$ cat src/rtl/kreg_pkg.sv
`timescale 1ns/1ps
package kreg_pkg;

  typedef enum logic [3:0] {
    K_KEY,       // unlock word
    K_FIXED_REV, // constant revision
    K_LOAD_REV,  // revision captured from a port
    K_FIXED_ID,  // constant chip identifier
    K_SET,       // write-1-to-set storage
    K_CLR,       // write-1-to-clear alias, no storage
    K_PROT,      // strap protect word
    K_PLLX,      // PLL extension, lock bit forced on read
    K_RNG,       // LFSR random word
    K_RW         // plain storage
  } reg_kind_e;

  localparam int IX_KEY    = 0;
  localparam int IX_REVA   = 1;
  localparam int IX_REVB   = 2;
  localparam int IX_CHIP   = 3;
  localparam int IX_CTL0   = 4;
  localparam int IX_CTL1   = 6;
  localparam int IX_STRAP0 = 8;
  localparam int IX_STRAP1 = 12;
  localparam int IX_PLLX0  = 16;
  localparam int IX_RNG    = 19;
  localparam int MIN_REGS  = 24;

  localparam logic [31:0] CTL0_RST = 32'h00FF_0F0F;
  localparam logic [31:0] CTL1_RST = 32'hFFFF_0000;
  localparam logic [31:0] PLL_LOCK = 32'h8000_0000;

  function automatic reg_kind_e kind_of(input int i);
    case (i)
      IX_KEY:                        return K_KEY;
      IX_REVA:                       return K_FIXED_REV;
      IX_REVB:                       return K_LOAD_REV;
      IX_CHIP:                       return K_FIXED_ID;
      IX_CTL0, IX_CTL1,
      IX_STRAP0, IX_STRAP1:          return K_SET;
      IX_CTL0 + 1, IX_CTL1 + 1,
      IX_STRAP0 + 1, IX_STRAP1 + 1:  return K_CLR;
      IX_STRAP0 + 2, IX_STRAP1 + 2:  return K_PROT;
      IX_PLLX0, IX_PLLX0 + 1,
      IX_PLLX0 + 2:                  return K_PLLX;
      IX_RNG:                        return K_RNG;
      default:                       return K_RW;
    endcase
  endfunction

  function automatic bit is_strap(input int i);
    return (i == IX_STRAP0) || (i == IX_STRAP1);
  endfunction

  function automatic logic [31:0] rst_val(input int i);
    if (i == IX_CTL0) return CTL0_RST;
    if (i == IX_CTL1) return CTL1_RST;
    return 32'h0;
  endfunction

  function automatic logic [31:0] lfsr_next(input logic [31:0] s);
    return {s[30:0], s[31] ^ s[21] ^ s[1] ^ s[0]};
  endfunction

endpackage

$ cat src/rtl/kreg_decode.sv
`timescale 1ns/1ps
module kreg_decode #(
  parameter int ADDR_W   = 12,
  parameter int NUM_REGS = 24,
  parameter int IDX_W    = 5
) (
  input  logic [ADDR_W-1:0] addr,
  input  logic [1:0]        size,
  output logic [IDX_W-1:0]  idx,
  output logic              in_range,
  output logic              aligned
);
  localparam int WORD_W = ADDR_W - 2;

  logic [WORD_W-1:0] word;

  assign word     = addr[ADDR_W-1:2];
  assign in_range = (32'(word) < 32'(NUM_REGS));
  assign idx      = word[IDX_W-1:0];
  assign aligned  = (addr[1:0] == 2'b00) && (size == 2'd2);
endmodule

$ cat src/rtl/kreg_lfsr.sv
`timescale 1ns/1ps
module kreg_lfsr
  import kreg_pkg::*;
#(
  parameter logic [31:0] SEED = 32'hACE1_2468
) (
  input  logic        clk,
  input  logic        rst_n,
  input  logic        adv,
  output logic [31:0] state
);
  logic [31:0] state_d;

  always_comb begin
    state_d = lfsr_next(state);
  end

  always_ff @(posedge clk or negedge rst_n) begin
    if (!rst_n)   state <= SEED;
    else if (adv) state <= state_d;
  end
endmodule

$ cat src/rtl/kreg_cell.sv
`timescale 1ns/1ps
module kreg_cell
  import kreg_pkg::*;
#(
  parameter reg_kind_e   KIND     = K_RW,
  parameter logic [31:0] RST_VAL  = 32'h0,
  parameter bit          IS_STRAP = 1'b0
) (
  input  logic        clk,
  input  logic        rst_n,
  input  logic        init,
  input  logic        wr_hit,
  input  logic        clr_hit,
  input  logic        guard,
  input  logic [31:0] wdata,
  input  logic [31:0] load_val,
  output logic [31:0] q
);
  logic [31:0] d;
  logic        en;

  always_comb begin
    d  = q;
    en = 1'b0;
    case (KIND)
      K_SET: begin
        if (init && IS_STRAP) begin
          en = 1'b1;
          d  = load_val;
        end else if (wr_hit && !guard) begin
          en = 1'b1;
          d  = q | wdata;
        end else if (clr_hit) begin
          en = 1'b1;
          d  = q & ~wdata;
        end
      end
      K_LOAD_REV: begin
        if (init) begin
          en = 1'b1;
          d  = load_val;
        end
      end
      default: begin
        if (wr_hit) begin
          en = 1'b1;
          d  = wdata;
        end
      end
    endcase
  end

  always_ff @(posedge clk or negedge rst_n) begin
    if (!rst_n)  q <= RST_VAL;
    else if (en) q <= d;
  end
endmodule

$ cat src/rtl/kreg_bank.sv
`timescale 1ns/1ps
module kreg_bank
  import kreg_pkg::*;
#(
  parameter int          ADDR_W    = 12,
  parameter int          NUM_REGS  = 24,
  parameter logic [31:0] KEY       = 32'h5EC0_A11E,
  parameter logic [31:0] REV_FIXED = 32'h0A01_0003,
  parameter logic [31:0] CHIP_ID   = 32'hC0DE_5A17,
  parameter logic [31:0] LFSR_SEED = 32'hACE1_2468
) (
  input  logic              clk,
  input  logic              rst_n,
  input  logic [31:0]       strap0_in,
  input  logic [31:0]       strap1_in,
  input  logic [31:0]       rev_in,
  input  logic [31:0]       key_state_in,
  input  logic              req_valid,
  input  logic              req_write,
  input  logic [ADDR_W-1:0] req_addr,
  input  logic [1:0]        req_size,
  input  logic [31:0]       req_wdata,
  output logic              rsp_valid,
  output logic [31:0]       rsp_rdata,
  output logic              rsp_err,
  output logic [31:0]       ctl0_q,
  output logic [31:0]       ctl1_q,
  output logic [31:0]       strap0_q,
  output logic [31:0]       strap1_q
);
  localparam int IDX_W = $clog2(NUM_REGS);

  logic [IDX_W-1:0]    idx;
  logic                in_range, aligned, acc_ok;
  logic                init_q;
  logic                unlock_q, unlock_d, unlock_en;
  logic                wr_req, rd_req, wr_ok, wr_err, rd_err;
  logic                lock_block, ro_target, lfsr_adv;
  reg_kind_e           req_kind;
  logic [31:0]         lfsr_state;
  logic [31:0]         rd_data;
  logic [NUM_REGS-1:0] guard_vec;
  logic [31:0]         store_q [NUM_REGS];
  logic [31:0]         view    [NUM_REGS];
  logic                rsp_valid_d, rsp_err_d;
  logic [31:0]         rsp_rdata_d;

  kreg_decode #(
    .ADDR_W(ADDR_W), .NUM_REGS(NUM_REGS), .IDX_W(IDX_W)
  ) i_decode (
    .addr(req_addr), .size(req_size), .idx(idx),
    .in_range(in_range), .aligned(aligned)
  );

  kreg_lfsr #(.SEED(LFSR_SEED)) i_lfsr (
    .clk(clk), .rst_n(rst_n), .adv(lfsr_adv), .state(lfsr_state)
  );

  // request qualification
  always_comb begin
    acc_ok     = in_range && aligned;
    wr_req     = req_valid && req_write;
    rd_req     = req_valid && !req_write;
    req_kind   = kind_of(int'(idx));
    ro_target  = (req_kind == K_FIXED_REV) || (req_kind == K_LOAD_REV) ||
                 (req_kind == K_FIXED_ID)  || (req_kind == K_RNG);
    lock_block = !unlock_q && (idx != '0);
    wr_ok      = wr_req && acc_ok && !lock_block && !ro_target && !guard_vec[idx];
    wr_err     = wr_req && !wr_ok;
    rd_err     = rd_req && !acc_ok;
    lfsr_adv   = rd_req && acc_ok && (req_kind == K_RNG);
    rd_data    = acc_ok ? view[idx] : 32'h0;
  end

  // first-edge capture after reset release
  always_ff @(posedge clk or negedge rst_n) begin
    if (!rst_n)      init_q <= 1'b1;
    else if (init_q) init_q <= 1'b0;
  end

  // unlock word
  always_comb begin
    unlock_d  = unlock_q;
    unlock_en = 1'b0;
    if (init_q) begin
      unlock_en = 1'b1;
      unlock_d  = |key_state_in;
    end else if (wr_ok && (idx == '0)) begin
      unlock_en = 1'b1;
      unlock_d  = (req_wdata == KEY);
    end
  end

  always_ff @(posedge clk or negedge rst_n) begin
    if (!rst_n)         unlock_q <= 1'b0;
    else if (unlock_en) unlock_q <= unlock_d;
  end

  // register array, one slice per index, variant chosen by the map
  for (genvar i = 0; i < NUM_REGS; i++) begin : g_reg
    localparam reg_kind_e KI = kind_of(i);
    if (KI == K_KEY) begin : g_key
      assign store_q[i]   = 32'h0;
      assign view[i]      = {31'h0, unlock_q};
      assign guard_vec[i] = 1'b0;
    end else if (KI == K_FIXED_REV) begin : g_reva
      assign store_q[i]   = 32'h0;
      assign view[i]      = REV_FIXED;
      assign guard_vec[i] = 1'b0;
    end else if (KI == K_FIXED_ID) begin : g_chip
      assign store_q[i]   = 32'h0;
      assign view[i]      = CHIP_ID;
      assign guard_vec[i] = 1'b0;
    end else if (KI == K_CLR) begin : g_clr
      assign store_q[i]   = 32'h0;
      assign view[i]      = 32'h0;
      assign guard_vec[i] = 1'b0;
    end else if (KI == K_RNG) begin : g_rng
      assign store_q[i]   = 32'h0;
      assign view[i]      = lfsr_state;
      assign guard_vec[i] = 1'b0;
    end else begin : g_store
      logic        wr_hit, clr_hit, guard_w;
      logic [31:0] load_w;

      assign wr_hit = wr_ok && (idx == IDX_W'(i));

      if (KI == K_SET) begin : g_clr_path
        assign clr_hit = wr_ok && (idx == IDX_W'(i + 1));
      end else begin : g_no_clr
        assign clr_hit = 1'b0;
      end

      if (is_strap(i)) begin : g_guard
        assign guard_w = |store_q[i + 2];
      end else begin : g_no_guard
        assign guard_w = 1'b0;
      end

      if (i == IX_STRAP0) begin : g_ld_s0
        assign load_w = strap0_in;
      end else if (i == IX_STRAP1) begin : g_ld_s1
        assign load_w = strap1_in;
      end else if (KI == K_LOAD_REV) begin : g_ld_rev
        assign load_w = rev_in;
      end else begin : g_ld_none
        assign load_w = 32'h0;
      end

      kreg_cell #(
        .KIND(KI), .RST_VAL(rst_val(i)), .IS_STRAP(is_strap(i))
      ) i_cell (
        .clk(clk), .rst_n(rst_n), .init(init_q),
        .wr_hit(wr_hit), .clr_hit(clr_hit), .guard(guard_w),
        .wdata(req_wdata), .load_val(load_w), .q(store_q[i])
      );

      assign guard_vec[i] = guard_w;
      if (KI == K_PLLX) begin : g_pll_view
        assign view[i] = store_q[i] | PLL_LOCK;
      end else begin : g_plain_view
        assign view[i] = store_q[i];
      end
    end
  end

  // response stage
  always_comb begin
    rsp_valid_d = req_valid;
    rsp_err_d   = wr_err || rd_err;
    rsp_rdata_d = rd_req ? rd_data : 32'h0;
  end

  always_ff @(posedge clk or negedge rst_n) begin
    if (!rst_n) begin
      rsp_valid <= 1'b0;
      rsp_err   <= 1'b0;
      rsp_rdata <= 32'h0;
    end else begin
      rsp_valid <= rsp_valid_d;
      rsp_err   <= rsp_err_d;
      rsp_rdata <= rsp_rdata_d;
    end
  end

  assign ctl0_q   = store_q[IX_CTL0];
  assign ctl1_q   = store_q[IX_CTL1];
  assign strap0_q = store_q[IX_STRAP0];
  assign strap1_q = store_q[IX_STRAP1];
endmodule

$ cat config.mk
export PLATFORM = sky130hd
export DESIGN_NAME = kreg_bank
export DESIGN_NICKNAME = d
export VERILOG_FILES = /design/src/rtl/kreg_pkg.sv /design/src/rtl/kreg_decode.sv /design/src/rtl/kreg_lfsr.sv /design/src/rtl/kreg_cell.sv /design/src/rtl/kreg_bank.sv
export SDC_FILE = /design/constraint.sdc
export NUM_CORES = 1
export LEC_CHECK = 0
export ABC_CLOCK_PERIOD_IN_PS = 2500
export BUFFER_PORTS_ARGS = -buffer_cell sky130_fd_sc_hd__buf_4
export CAP_MARGIN = 20
export CORE_UTILIZATION = 59
export CTS_CLUSTER_DIAMETER = 150
export DETAILED_ROUTE_END_ITERATION = 8
export GPL_TIMING_DRIVEN = 1
export PLACE_DENSITY = 0.86
export SYNTH_ARGS = -nofsm -noshare
export SYNTH_HDL_FRONTEND = slang
export SYNTH_SLANG_ARGS = --single-unit
export TNS_END_PERCENT = 50
$ cat constraint.sdc
create_clock -name clk -period 2.5 [get_ports clk]
set_input_delay 0.125 -clock clk [delete_from_list [all_inputs] [get_ports clk]]
set_output_delay 0.125 -clock clk [all_outputs]
set_load 0.005 [all_outputs]
==> results.json <==
{
  "cp_cell_sequence": "nor4_1 > nand4_1 > or4_1 > buf_12 > nand2_1 > o2111ai_1",
  "cp_num_buf_inv": 1,
  "via_per_inst": 6.88,
  "required_ns": 2.99,
  "relSlewSlack_pct": 41.1,
  "cts_sinks": 577,
  "vias": 23767,
  "finalSetupViolations": 0,
  "ir_drop_uv": 544,
  "initialDrtViolationCount": 3344,
  "port_buffers": 339,
  "mostFrequentLayoutCell": "dfrtp_1",
  "cts-root-buf": "clkbuf_16",
  "rows": 80,
  "yosysSeqAreaShare_pct": 50.5,
  "critical_path_class": "reg -> reg",
  "cp_max_fo": 31,
  "synth_area_per_cell_sq_um": 12.1,
  "final_cell_mix": "dfrtp_1 (531), buf_4 (422), mux2_1 (380)",
  "cts_max_path_buffers": 3,
  "cts_setup_buffers": 0,
  "synthArstFlopShare_pct": 100,
  "final.period_utilization_pct": 95.6,
  "worstSkewPairLatency_ns": 0.63,
  "initial_core_util_pct": 60.0,
  "clkPwrFrac_pct": 43.4,
  "switching_share_pct": 25.6,
  "ys.flop_type": "dfrtp_1",
  "io_pins": 340,
  "fin_setup_tns_ns": 0,
  "cp_slowest_stage_delay_ns": 0.59,
  "rsz0062_at_grt": "no",
  "diodes": 0,
  "hold_viol": 0,
  "place.gp.congestion": 1.00,
  "grt_pass1_vias": 24684,
  "path_clk_slew_ns": 0.06,
  "cts_buffers": 59,
  "core_area_sq_um": 47800,
  "grt_max_degree": 86,
  "status": "completed",
  "final.min_clock_period_ns": 2.39,
  "netSwitchingPower_w": 0.00543,
  "hold_path.class": "in -> reg",
  "synth_nets": 2559,
  "fp.dieW_um": 223,
  "grt_overflow": 0,
  "crit_path_start_kind": "flip-flop",
  "wirelength_um": 102000,
  "internal_power_w": 0.0158,
  "power_frac_comb_pct": 10.8,
  "synthCells": 2381,
  "drv_slew": 0,
  "cp_top_family": "simple AND/OR/NAND/NOR gates",
  "cts_max_level": 2,
  "cts_tree": "built",
  "leakagePower_nw": 17.9,
  "area_delta_synth_final_pct": 24.3,
  "hpwl_um": 64900,
  "max_cap_violations": 0,
  "drive_gt1_share_pct": 28.7,
  "synth_seq_cells": 577,
  "antenna_found_initial": 0,
  "powerDensity_nw_per_um2": 595,
  "ant_nets": 0,
  "route.detailed.drc": 0,
  "die_h_um": 223,
  "endpoint_kind": "flip-flop",
  "ys_types": 62,
  "dieArea_sq_um": 49500,
  "fmax_mhz": 419,
  "slowest_stage": "nor4_1",
  "post-place-cells": 3211,
  "ys_warn_count": 0,
  "synth_edf_count": 0,
  "wl_per_cell_um": 29.5,
  "fin_nets": 2968,
  "worstMarginPinSlew_ns": 0.884,
  "grt_usage_pct": 40.9,
  "synth_area_sq_um": 28700,
  "dr.pass1.iters": 7,
  "stdcell_count": 3455,
  "cp_data_arrival_time_ns": 2.88,
  "clock_skew_ns": 0.0173,
  "grt_first_pass_wirelength_um": 152000,
  "seq_power_share_pct": 45.8
}
==> what timing repair did <==
action | CTS | global route
resized for setup | 0 | 2
endpoints found under the setup margin | 0 | 1
hold endpoints to repair | 527 | 0
hold buffers | 133 | 0
==> layout make-up <==
type,instances,area [sq um]
multi-input combinational,1462,12900
tap,615,769
fill,2764,12200
clock buffer,83,1690
timing repair buffer,589,5160
sequential,577,14500
inverter,101,379
clock inverter,28,314
==> metrics by stage <==
step	cell area, sq um	utilization (%)	power (W)	setup WS [ns]	hold slack, ns
after global routing	35700	74.6	0.0216	0.109	0.0278
final	35700	74.6	0.0212	0.111	0.0107
after detailed placement	32300	67.6	0.0119	-0.0829	0.197
after global placement	32300	67.6	0.0118	-0.0630	0.181
after floorplan	28700	-	0.0107	0.475	-0.171
after CTS	35700	74.5	0.0211	0.204	0.000790
==> layer usage <==
metal,GRT usage [%],vias to the layer above,share of wire (%)
li1,-,9462,-
met5,0,-,0
met1,51.3,11814,35
met2,62.5,1961,45
met4,24.2,0,6.6
met3,13.0,530,13
==> final timing paths <==
path	start	cells past startpoint	to	slack [ns]
worst max-delay path	g_reg[14].g_store.i_cell.q[26]	6	flip-flop	0.11
min in group asynchronous	rst_n	2	g_reg[21].g_store.i_cell.q[24]	0.10
worst min-delay path	req_addr[6]	4	rsp_rdata[31]	0.01
worst min register to register	g_reg[17].g_store.i_cell.q[22]	1	g_reg[17].g_store.i_cell.q[22]	0.48
worst max register to register	g_reg[14].g_store.i_cell.q[26]	6	flip-flop	0.11
max in group asynchronous	rst_n	3	async pin	1.47
==> Yosys cell counts (all sizes together), types with 2 or more instances <==
master   number  area, sq um
nor2         98          370
o221ai       11         96.3
nand3        42          215
a211oi        4         40.0
mux2i        76          761
mux2        508         5720
and2         35          219
a221o        32          320
a311oi       32          280
a2111oi       4         66.3
nor4b         5         58.8
inv         100          375
o21ai         8         40.0
mux4         63         1420
or2           2         12.5
nor4bb        5         50.1
a21o         32          240
nor4         34          234
nand2b        6         37.5
or3          16          100
a311o        13          130
nor3         12         60.1
o22ai        17          106
dfrtp       531        13300
nand2       230          863
dfstp        46         1210
o2111ai      32          280
nand3b        3         22.5
o211ai        3         22.5
a21oi        35          179
nor2b         6         37.5
nand4        15          100
and3          3         18.8
o32ai         2         17.5
xnor2         3         26.3
buf          97          485
a221oi       67          587
clkbuf      144          541
==> logic make-up (layout without fill, tap and decap cells) <==
group	Yosys count	count (layout)	share of synthesized area, %
multiplexers	647	647	27.5
flip-flops	577	577	50.5
AND/OR/NAND/NOR	515	515	8.45
buffers and inverters	342	801	4.89
AO/OA/AOI/OAI	296	296	8.53
XOR/XNOR	3	3	0.0915
other	1	1	0.0131
==> power groups by stage <==
stage	Combinational, W	Sequential (W)	Clock [W]
after floorplan	0.000897	0.00979	0
after global placement	0.00194	0.00987	0
after detailed placement	0.00200	0.00987	0
after CTS	0.00218	0.00970	0.00918
after global routing	0.00238	0.00972	0.00955
final	0.00229	0.00972	0.00920
==> worst register-to-register path, cell delays in order (launching register included) <==
cell and delay, ns:
dfrtp_1 0.45, nor4_1 0.59, nand4_1 0.18, or4_1 0.51, buf_12 0.22, nand2_1 0.15
o2111ai_1 0.14
(Power assumes the default switching activity.)
